==> config.mk <==
export PLATFORM = sky130hd
export DESIGN_NAME = vec_irq_ctrl
export DESIGN_NICKNAME = d
export VERILOG_FILES = /design/src/rtl/vic_pkg.sv /design/src/rtl/vic_ext_detect.sv /design/src/rtl/vic_pend_bank.sv /design/src/rtl/vic_arbiter.sv /design/src/rtl/vec_irq_ctrl.sv
export SDC_FILE = /design/constraint.sdc
export NUM_CORES = 1
export LEC_CHECK = 0
export BUFFER_PORTS_ARGS = -buffer_cell sky130_fd_sc_hd__buf_4
export CORE_MARGIN = 3
export CORE_UTILIZATION = 49
export CTS_CLUSTER_DIAMETER = 30
export DETAILED_ROUTE_END_ITERATION = 16
export PLACE_DENSITY = 0.84
export SETUP_SLACK_MARGIN = 0.5
export SLEW_MARGIN = 20
export SYNTH_ARGS = -nofsm -noshare
export SYNTH_HDL_FRONTEND = slang
export SYNTH_HIERARCHICAL = 1
export SYNTH_SLANG_ARGS = --single-unit
==> constraint.sdc <==
create_clock -name clk -period 3.05 [get_ports clk]
set_clock_uncertainty 0.1 [all_clocks]
set_input_delay 0.61 -clock clk [delete_from_list [all_inputs] [get_ports clk]]
set_output_delay 0.61 -clock clk [all_outputs]
set_load 0.01 [all_outputs]
==> src/rtl/vic_pkg.sv <==
package vic_pkg;

   // which entry address the arbiter selects
   typedef enum logic [1:0] {
      VSEL_IDLE   = 2'd0,
      VSEL_SHARED = 2'd1,
      VSEL_NMI    = 2'd2
   } vsel_e;

   // pack the maskable flags (all but the speech bit) into one vector
   function automatic logic [15:0] drop_bit(input logic [15:0] v, input int pos);
      logic [15:0] r;
      r = '0;
      for (int i = 0; i < 16; i++) begin
         if (i < pos)      r[i]   = v[i];
         else if (i > pos) r[i-1] = v[i];
      end
      return r;
   endfunction

endpackage

==> src/rtl/vic_ext_detect.sv <==
module vic_ext_detect #(
   parameter int N_PIN       = 3,
   parameter int SYNC_STAGES = 2,
   parameter bit FALL_EDGE   = 1'b1
) (
   input  logic             clk,
   input  logic             rst_n,
   input  logic [N_PIN-1:0] pin_i,
   output logic [N_PIN-1:0] edge_o
);
   localparam logic IDLE_LVL = FALL_EDGE ? 1'b1 : 1'b0;

   if (SYNC_STAGES < 2) begin : g_bad_stages
      $error("vic_ext_detect: SYNC_STAGES must be at least 2");
   end

   for (genvar p = 0; p < N_PIN; p++) begin : g_pin
      logic [SYNC_STAGES-1:0] sync_q;
      logic                   prev_q;

      always_ff @(posedge clk or negedge rst_n) begin
         if (!rst_n) begin
            sync_q <= {SYNC_STAGES{IDLE_LVL}};
            prev_q <= IDLE_LVL;
         end else begin
            sync_q <= {sync_q[SYNC_STAGES-2:0], pin_i[p]};
            prev_q <= sync_q[SYNC_STAGES-1];
         end
      end

      if (FALL_EDGE) begin : g_fall
         assign edge_o[p] = prev_q & ~sync_q[SYNC_STAGES-1];
      end else begin : g_rise
         assign edge_o[p] = ~prev_q & sync_q[SYNC_STAGES-1];
      end
   end
endmodule

==> src/rtl/vic_pend_bank.sv <==
module vic_pend_bank #(
   parameter int N_SRC = 8
) (
   input  logic             clk,
   input  logic             rst_n,
   input  logic [N_SRC-1:0] set_i,
   input  logic             clr_we_i,
   input  logic [N_SRC-1:0] clr_i,
   output logic [N_SRC-1:0] pend_o
);
   for (genvar s = 0; s < N_SRC; s++) begin : g_flag
      logic flag_q;
      always_ff @(posedge clk or negedge rst_n) begin
         if (!rst_n)
            flag_q <= 1'b0;
         else if (set_i[s])
            flag_q <= 1'b1;
         else if (clr_we_i && clr_i[s])
            flag_q <= 1'b0;
      end
      assign pend_o[s] = flag_q;
   end
endmodule

==> src/rtl/vic_arbiter.sv <==
module vic_arbiter
   import vic_pkg::*;
#(
   parameter int              N_MASK     = 7,
   parameter int              ADDR_W     = 16,
   parameter logic [ADDR_W-1:0] IDLE_VEC   = 16'h0000,
   parameter logic [ADDR_W-1:0] SHARED_VEC = 16'h0008,
   parameter logic [ADDR_W-1:0] NMI_VEC    = 16'h0018
) (
   input  logic              nmi_pend_i,
   input  logic              nmi_busy_i,
   input  logic [N_MASK-1:0] mask_pend_i,
   input  logic [N_MASK-1:0] mask_en_i,
   input  logic              gie_i,
   output logic              irq_o,
   output vsel_e             vsel_o,
   output logic [ADDR_W-1:0] vec_o
);
   logic nmi_act;
   logic mask_act;

   assign nmi_act  = nmi_pend_i & ~nmi_busy_i;
   assign mask_act = gie_i & (|(mask_pend_i & mask_en_i));

   always_comb begin
      if (nmi_act)       vsel_o = VSEL_NMI;
      else if (mask_act) vsel_o = VSEL_SHARED;
      else               vsel_o = VSEL_IDLE;
   end

   assign irq_o = (vsel_o != VSEL_IDLE);

   always_comb begin
      unique case (vsel_o)
         VSEL_NMI:    vec_o = NMI_VEC;
         VSEL_SHARED: vec_o = SHARED_VEC;
         default:     vec_o = IDLE_VEC;
      endcase
   end
endmodule

==> src/rtl/vec_irq_ctrl.sv <==
module vec_irq_ctrl
   import vic_pkg::*;
#(
   parameter int N_INT       = 4,
   parameter int N_EXT       = 3,
   parameter int SYNC_STAGES = 2,
   parameter bit EXT_FALL    = 1'b1,
   parameter int ADDR_W      = 16,
   parameter logic [ADDR_W-1:0] IDLE_VEC   = 16'h0000,
   parameter logic [ADDR_W-1:0] SHARED_VEC = 16'h0008,
   parameter logic [ADDR_W-1:0] NMI_VEC    = 16'h0018,
   localparam int N_SRC  = N_INT + 1 + N_EXT,
   localparam int N_MASK = N_SRC - 1
) (
   input  logic              clk,
   input  logic              rst_n,
   input  logic [N_INT-1:0]  int_req_i,
   input  logic              speech_req_i,
   input  logic [N_EXT-1:0]  ext_irq_n_i,
   input  logic              en_we_i,
   input  logic [N_SRC-1:0]  en_wdata_i,
   input  logic              gie_set_i,
   input  logic              clr_we_i,
   input  logic [N_SRC-1:0]  clr_wdata_i,
   input  logic              ack_i,
   output logic              irq_o,
   output logic [ADDR_W-1:0] vec_o,
   output logic [N_SRC-1:0]  pend_o,
   output logic              gie_o
);
   localparam int SP_BIT = N_INT;

   if (N_INT < 1 || N_EXT < 1) begin : g_bad_count
      $error("vec_irq_ctrl: need at least one internal and one external source");
   end
   if (N_SRC > 16) begin : g_bad_width
      $error("vec_irq_ctrl: at most 16 sources supported");
   end

   logic [N_EXT-1:0]  ext_edge;
   logic [N_SRC-1:0]  set_vec;
   logic [N_MASK-1:0] en_q;
   logic [N_MASK-1:0] mask_pend;
   logic [15:0]       en_pack;
   logic [15:0]       pend_pack;
   logic              gie_q;
   logic              nmi_busy_q;
   logic              ack_take;
   vsel_e             vsel;

   vic_ext_detect #(
      .N_PIN      (N_EXT),
      .SYNC_STAGES(SYNC_STAGES),
      .FALL_EDGE  (EXT_FALL)
   ) i_ext (
      .clk   (clk),
      .rst_n (rst_n),
      .pin_i (ext_irq_n_i),
      .edge_o(ext_edge)
   );

   assign set_vec = {ext_edge, speech_req_i, int_req_i};

   vic_pend_bank #(.N_SRC(N_SRC)) i_pend (
      .clk     (clk),
      .rst_n   (rst_n),
      .set_i   (set_vec),
      .clr_we_i(clr_we_i),
      .clr_i   (clr_wdata_i),
      .pend_o  (pend_o)
   );

   assign en_pack   = drop_bit(16'(en_wdata_i), SP_BIT);
   assign pend_pack = drop_bit(16'(pend_o), SP_BIT);
   assign mask_pend = pend_pack[N_MASK-1:0];

   vic_arbiter #(
      .N_MASK    (N_MASK),
      .ADDR_W    (ADDR_W),
      .IDLE_VEC  (IDLE_VEC),
      .SHARED_VEC(SHARED_VEC),
      .NMI_VEC   (NMI_VEC)
   ) i_arb (
      .nmi_pend_i (pend_o[SP_BIT]),
      .nmi_busy_i (nmi_busy_q),
      .mask_pend_i(mask_pend),
      .mask_en_i  (en_q),
      .gie_i      (gie_q),
      .irq_o      (irq_o),
      .vsel_o     (vsel),
      .vec_o      (vec_o)
   );

   assign ack_take = ack_i & irq_o;

   always_ff @(posedge clk or negedge rst_n) begin
      if (!rst_n) begin
         en_q       <= '0;
         gie_q      <= 1'b0;
         nmi_busy_q <= 1'b0;
      end else begin
         if (en_we_i)
            en_q <= en_pack[N_MASK-1:0];
         if (ack_take)
            gie_q <= 1'b0;
         else if (gie_set_i)
            gie_q <= 1'b1;
         if (ack_take && vsel == VSEL_NMI)
            nmi_busy_q <= 1'b1;
         else if (clr_we_i && clr_wdata_i[SP_BIT])
            nmi_busy_q <= 1'b0;
      end
   end

   assign gie_o = gie_q;
endmodule

==> metrics.md <==
| Metric | Value |
|---|---|
| Area contributors post-synth | dfrtp_1 (36%), dfstp_2 (20%), buf_4 (16%) |
| DRC | 0 |
| Number of global-route vias before repair | 775 |
| Multi-input logic area | 370 um2 |
| Synth unique cells | 17 |
| Post-DP HPWL | 1730 um |
| Crit share post-route | 0.788 |
| Sequential Power Share | 0.542 |
| Post-Syn Instances | 92 |
| Final #Nets | 153 |
| Die area | 3060 um2 |
| Final worst path period need | 2400 ps |
| Critical path class | flip-flop to output port |
| R2r setup slk | 1400 ps |
| Drt pass-1 iters | 4 |
| Synth warn | 6 |
| Post-Route Utilization | 0.623 |
| Overflow after GRT | 0 |
| Pint | roughly 0.56 mW |
| Longest Clk Path Bufs | 2 |
| Power share of the clock group | 0.222 |
| Mapped Area | 1190 um2 |
| Synth top area share | 0.358 |
| R2r endpoint | nmi_busy_q |
| Outcome | completed |
| IO Count | 56 |
| Fin. Hold Viols | 0 |
| Max-cap viol count | 0 |
| Share of cells above drive strength 1 | 0.516 |
| TritonCTS clock tree | built |
| Sw Pwr | between 0.15 and 0.2 mW |
| Avg Inst Size Synth | 12.9 um2 |
| Critical path arrival | roughly 1700 ps |
| TNS Setup | 0 ps |
| Wire length per cell | 14.5 um |
| GRT Overall Usage | 0.144 |
| R2r worst-path depth | 4 |
| Area taken by flip-flops and latches | 662 um2 |
| Initial Util | 0.528 |
| Sequential share of the synthesized area | 0.556 |
| Fmax | ~420 MHz |
| Crit-path max FO | 4 |
| Rows | 17 |
| Die Y | 55.3 um |
| Crit path launch type | flip-flop |
| Final std cells w/o fill | 150 |
| Chip Width | 55.3 um |
| Antenna-violating nets left | 0 |
| Clk sinks | 26 |
| Antenna Cells | 0 |
| Core Area | approximately 2300 um2 |
| First-pass GRT wire length | 3430 um |
| Post-CTS Setup Inserts | 0 |
| H-Tree Depth | 1 |
| Post-CTS Hold Fix Bufs | 0 |
| Switch share | 0.263 |
| Reg2Reg Launch Point | i_pend/g_flag[5].flag_q |
| Peak VDD IR | roughly 0.25 mV |
| # port buffers | 40 |
| Clock slew at reported path FFs | 130 ps |
| Largest net degree at the start of global routing | 27 |
| RSZ-0062 raised after global routing | false |
| Area grow syn2layout | 18.0% |
| Initial antenna violation count | 0 |
| # resized after CTS | 0 |
| Req. time, crit path | 2340 ps |
| Leakage | 0.710 nW |
| Placed cells | 146 |
| Synth Register Bits | 26 |
| Synth area leader | dfrtp_1 |
| Setup crit end | vec_o[3] |
| Worst setup path startpoint | i_pend/g_flag[5].flag_q |
| Comb pwr share | 0.236 |
| Root Buffer | clkbuf_4 |
| Worst min path class | input pin to async pin |
| Skew-Pair Late Insertion Delay | slightly above 300 ps |
| Via density | 4.82 |
| Clock buffer count from CTS | 3 |
| Vias | 723 |
| Power Dens Cells | 538 nW/um2 |
| Final setup violation count | 0 |
| Slew Viols, Final | 0 |
| Filler cells | 185 |
| Routed WL | 2180 um |
| Starting DRT DRC Count | 11 |
| RePlAce Congestion | 0.813 |
| Crit. End Element | output port |
## cells in the mapped netlist (all sizes together)
cell type   n
a21o        9
a21oi       1
a222oi      1
a22oi       2
a32o        1
and3b       1
buf        27
conb        1
dfrtp      17
dfstp       9
mux2        7
nand2       9
nand3       1
nor2        1
nor2b       5
## cell usage in the layout (no fill, tap or decap)
master | netlist | final
mux2_4 | 7 | 7
nand3_1 | 1 | 1
conb_1 | 1 | 14
dfstp_2 | 9 | 9
a21o_1 | 9 | 9
and3b_1 | 1 | 1
a222oi_1 | 1 | 1
a32o_1 | 1 | 1
nand2_1 | 9 | 9
a21oi_1 | 1 | 1
a22oi_1 | 2 | 2
buf_4 | 26 | 40
clkbuf_4 | 0 | 3
nor2_1 | 1 | 1
nor2b_1 | 2 | 2
clkbuf_8 | 0 | 1
nor2b_4 | 3 | 3
dfrtp_1 | 17 | 17
## sequential cells by signal, summed over array words and instances, names as in the netlist
signal                cells
i_ext/g_pin.prev_q        3
en_q                      7
gie_o                     1
i_ext/g_pin.sync_q        6
nmi_busy_q                1
i_pend/g_flag.flag_q      8
## power by group through the flow
stage          combinational [mW]  clock (mW)  sequential, mW
2_1_floorplan               0.139           0           0.407
3_3_place_gp                0.171           0           0.410
3_5_place_dp                0.179           0           0.415
4_1_cts                     0.180       0.176           0.409
5_1_grt                     0.191       0.188           0.413
6_report                    0.178       0.168           0.410
## kinds of logic after synthesis
family / after synthesis / share of synthesized area
AO/OA/AOI/OAI: 14 / 0.0904
buffers and inverters: 27 / 0.174
flip-flops: 26 / 0.556
multiplexers: 7 / 0.0883
other: 1 / 0.00315
AND/OR/NAND/NOR: 17 / 0.0883
## routing by layer
metal	vias to the layer above	GRT usage	routed length, um
li1	326	-	-
met1	354	0.150	767
met2	41	0.269	1210
met3	2	0.0350	184
met4	0	0.0625	19
met5	-	0	0
## metrics by stage
step | setup slack [ps] | hold WS, ps | instance area (um2) | total power, mW
after floorplan | 1020 | 214 | 1240 | 0.546
after global placement | 1070 | 246 | 1370 | 0.582
after detailed placement | 1050 | 247 | 1370 | 0.595
after CTS | 663 | 66.7 | 1400 | 0.765
after global routing | 579 | 74.3 | 1400 | 0.792
final | 648 | 71.4 | 1400 | 0.756
## cell type report
cell class | instances | area share
Timing Repair Buffer | 40 | 0.214
Tap cell | 28 | 0.0250
Multi-Input combinational cell | 52 | 0.264
Clock buffer | 4 | 0.0258
Sequential cell | 26 | 0.471
## critical path, stage by stage (launching register included)
cell and delay [ps]:
dfrtp_1 430, a222oi_1 390, nand3_1 160, a21o_1 240, buf_4 150
## worst min path at each step
stage | to | slack, ps | cells past startpoint
floorplan | en_q[0] | 210 | 0
global placement | i_ext/g_pin[0].sync_q[1] | 250 | 0
detailed placement | i_ext/g_pin[2].sync_q[1] | 250 | 0
CTS | i_pend/g_flag[5].flag_q | 70 | 1
global route | i_pend/g_flag[7].flag_q | 70 | 1
finish | i_pend/g_flag[5].flag_q | 70 | 1
Power figures use the tool's default switching activity.
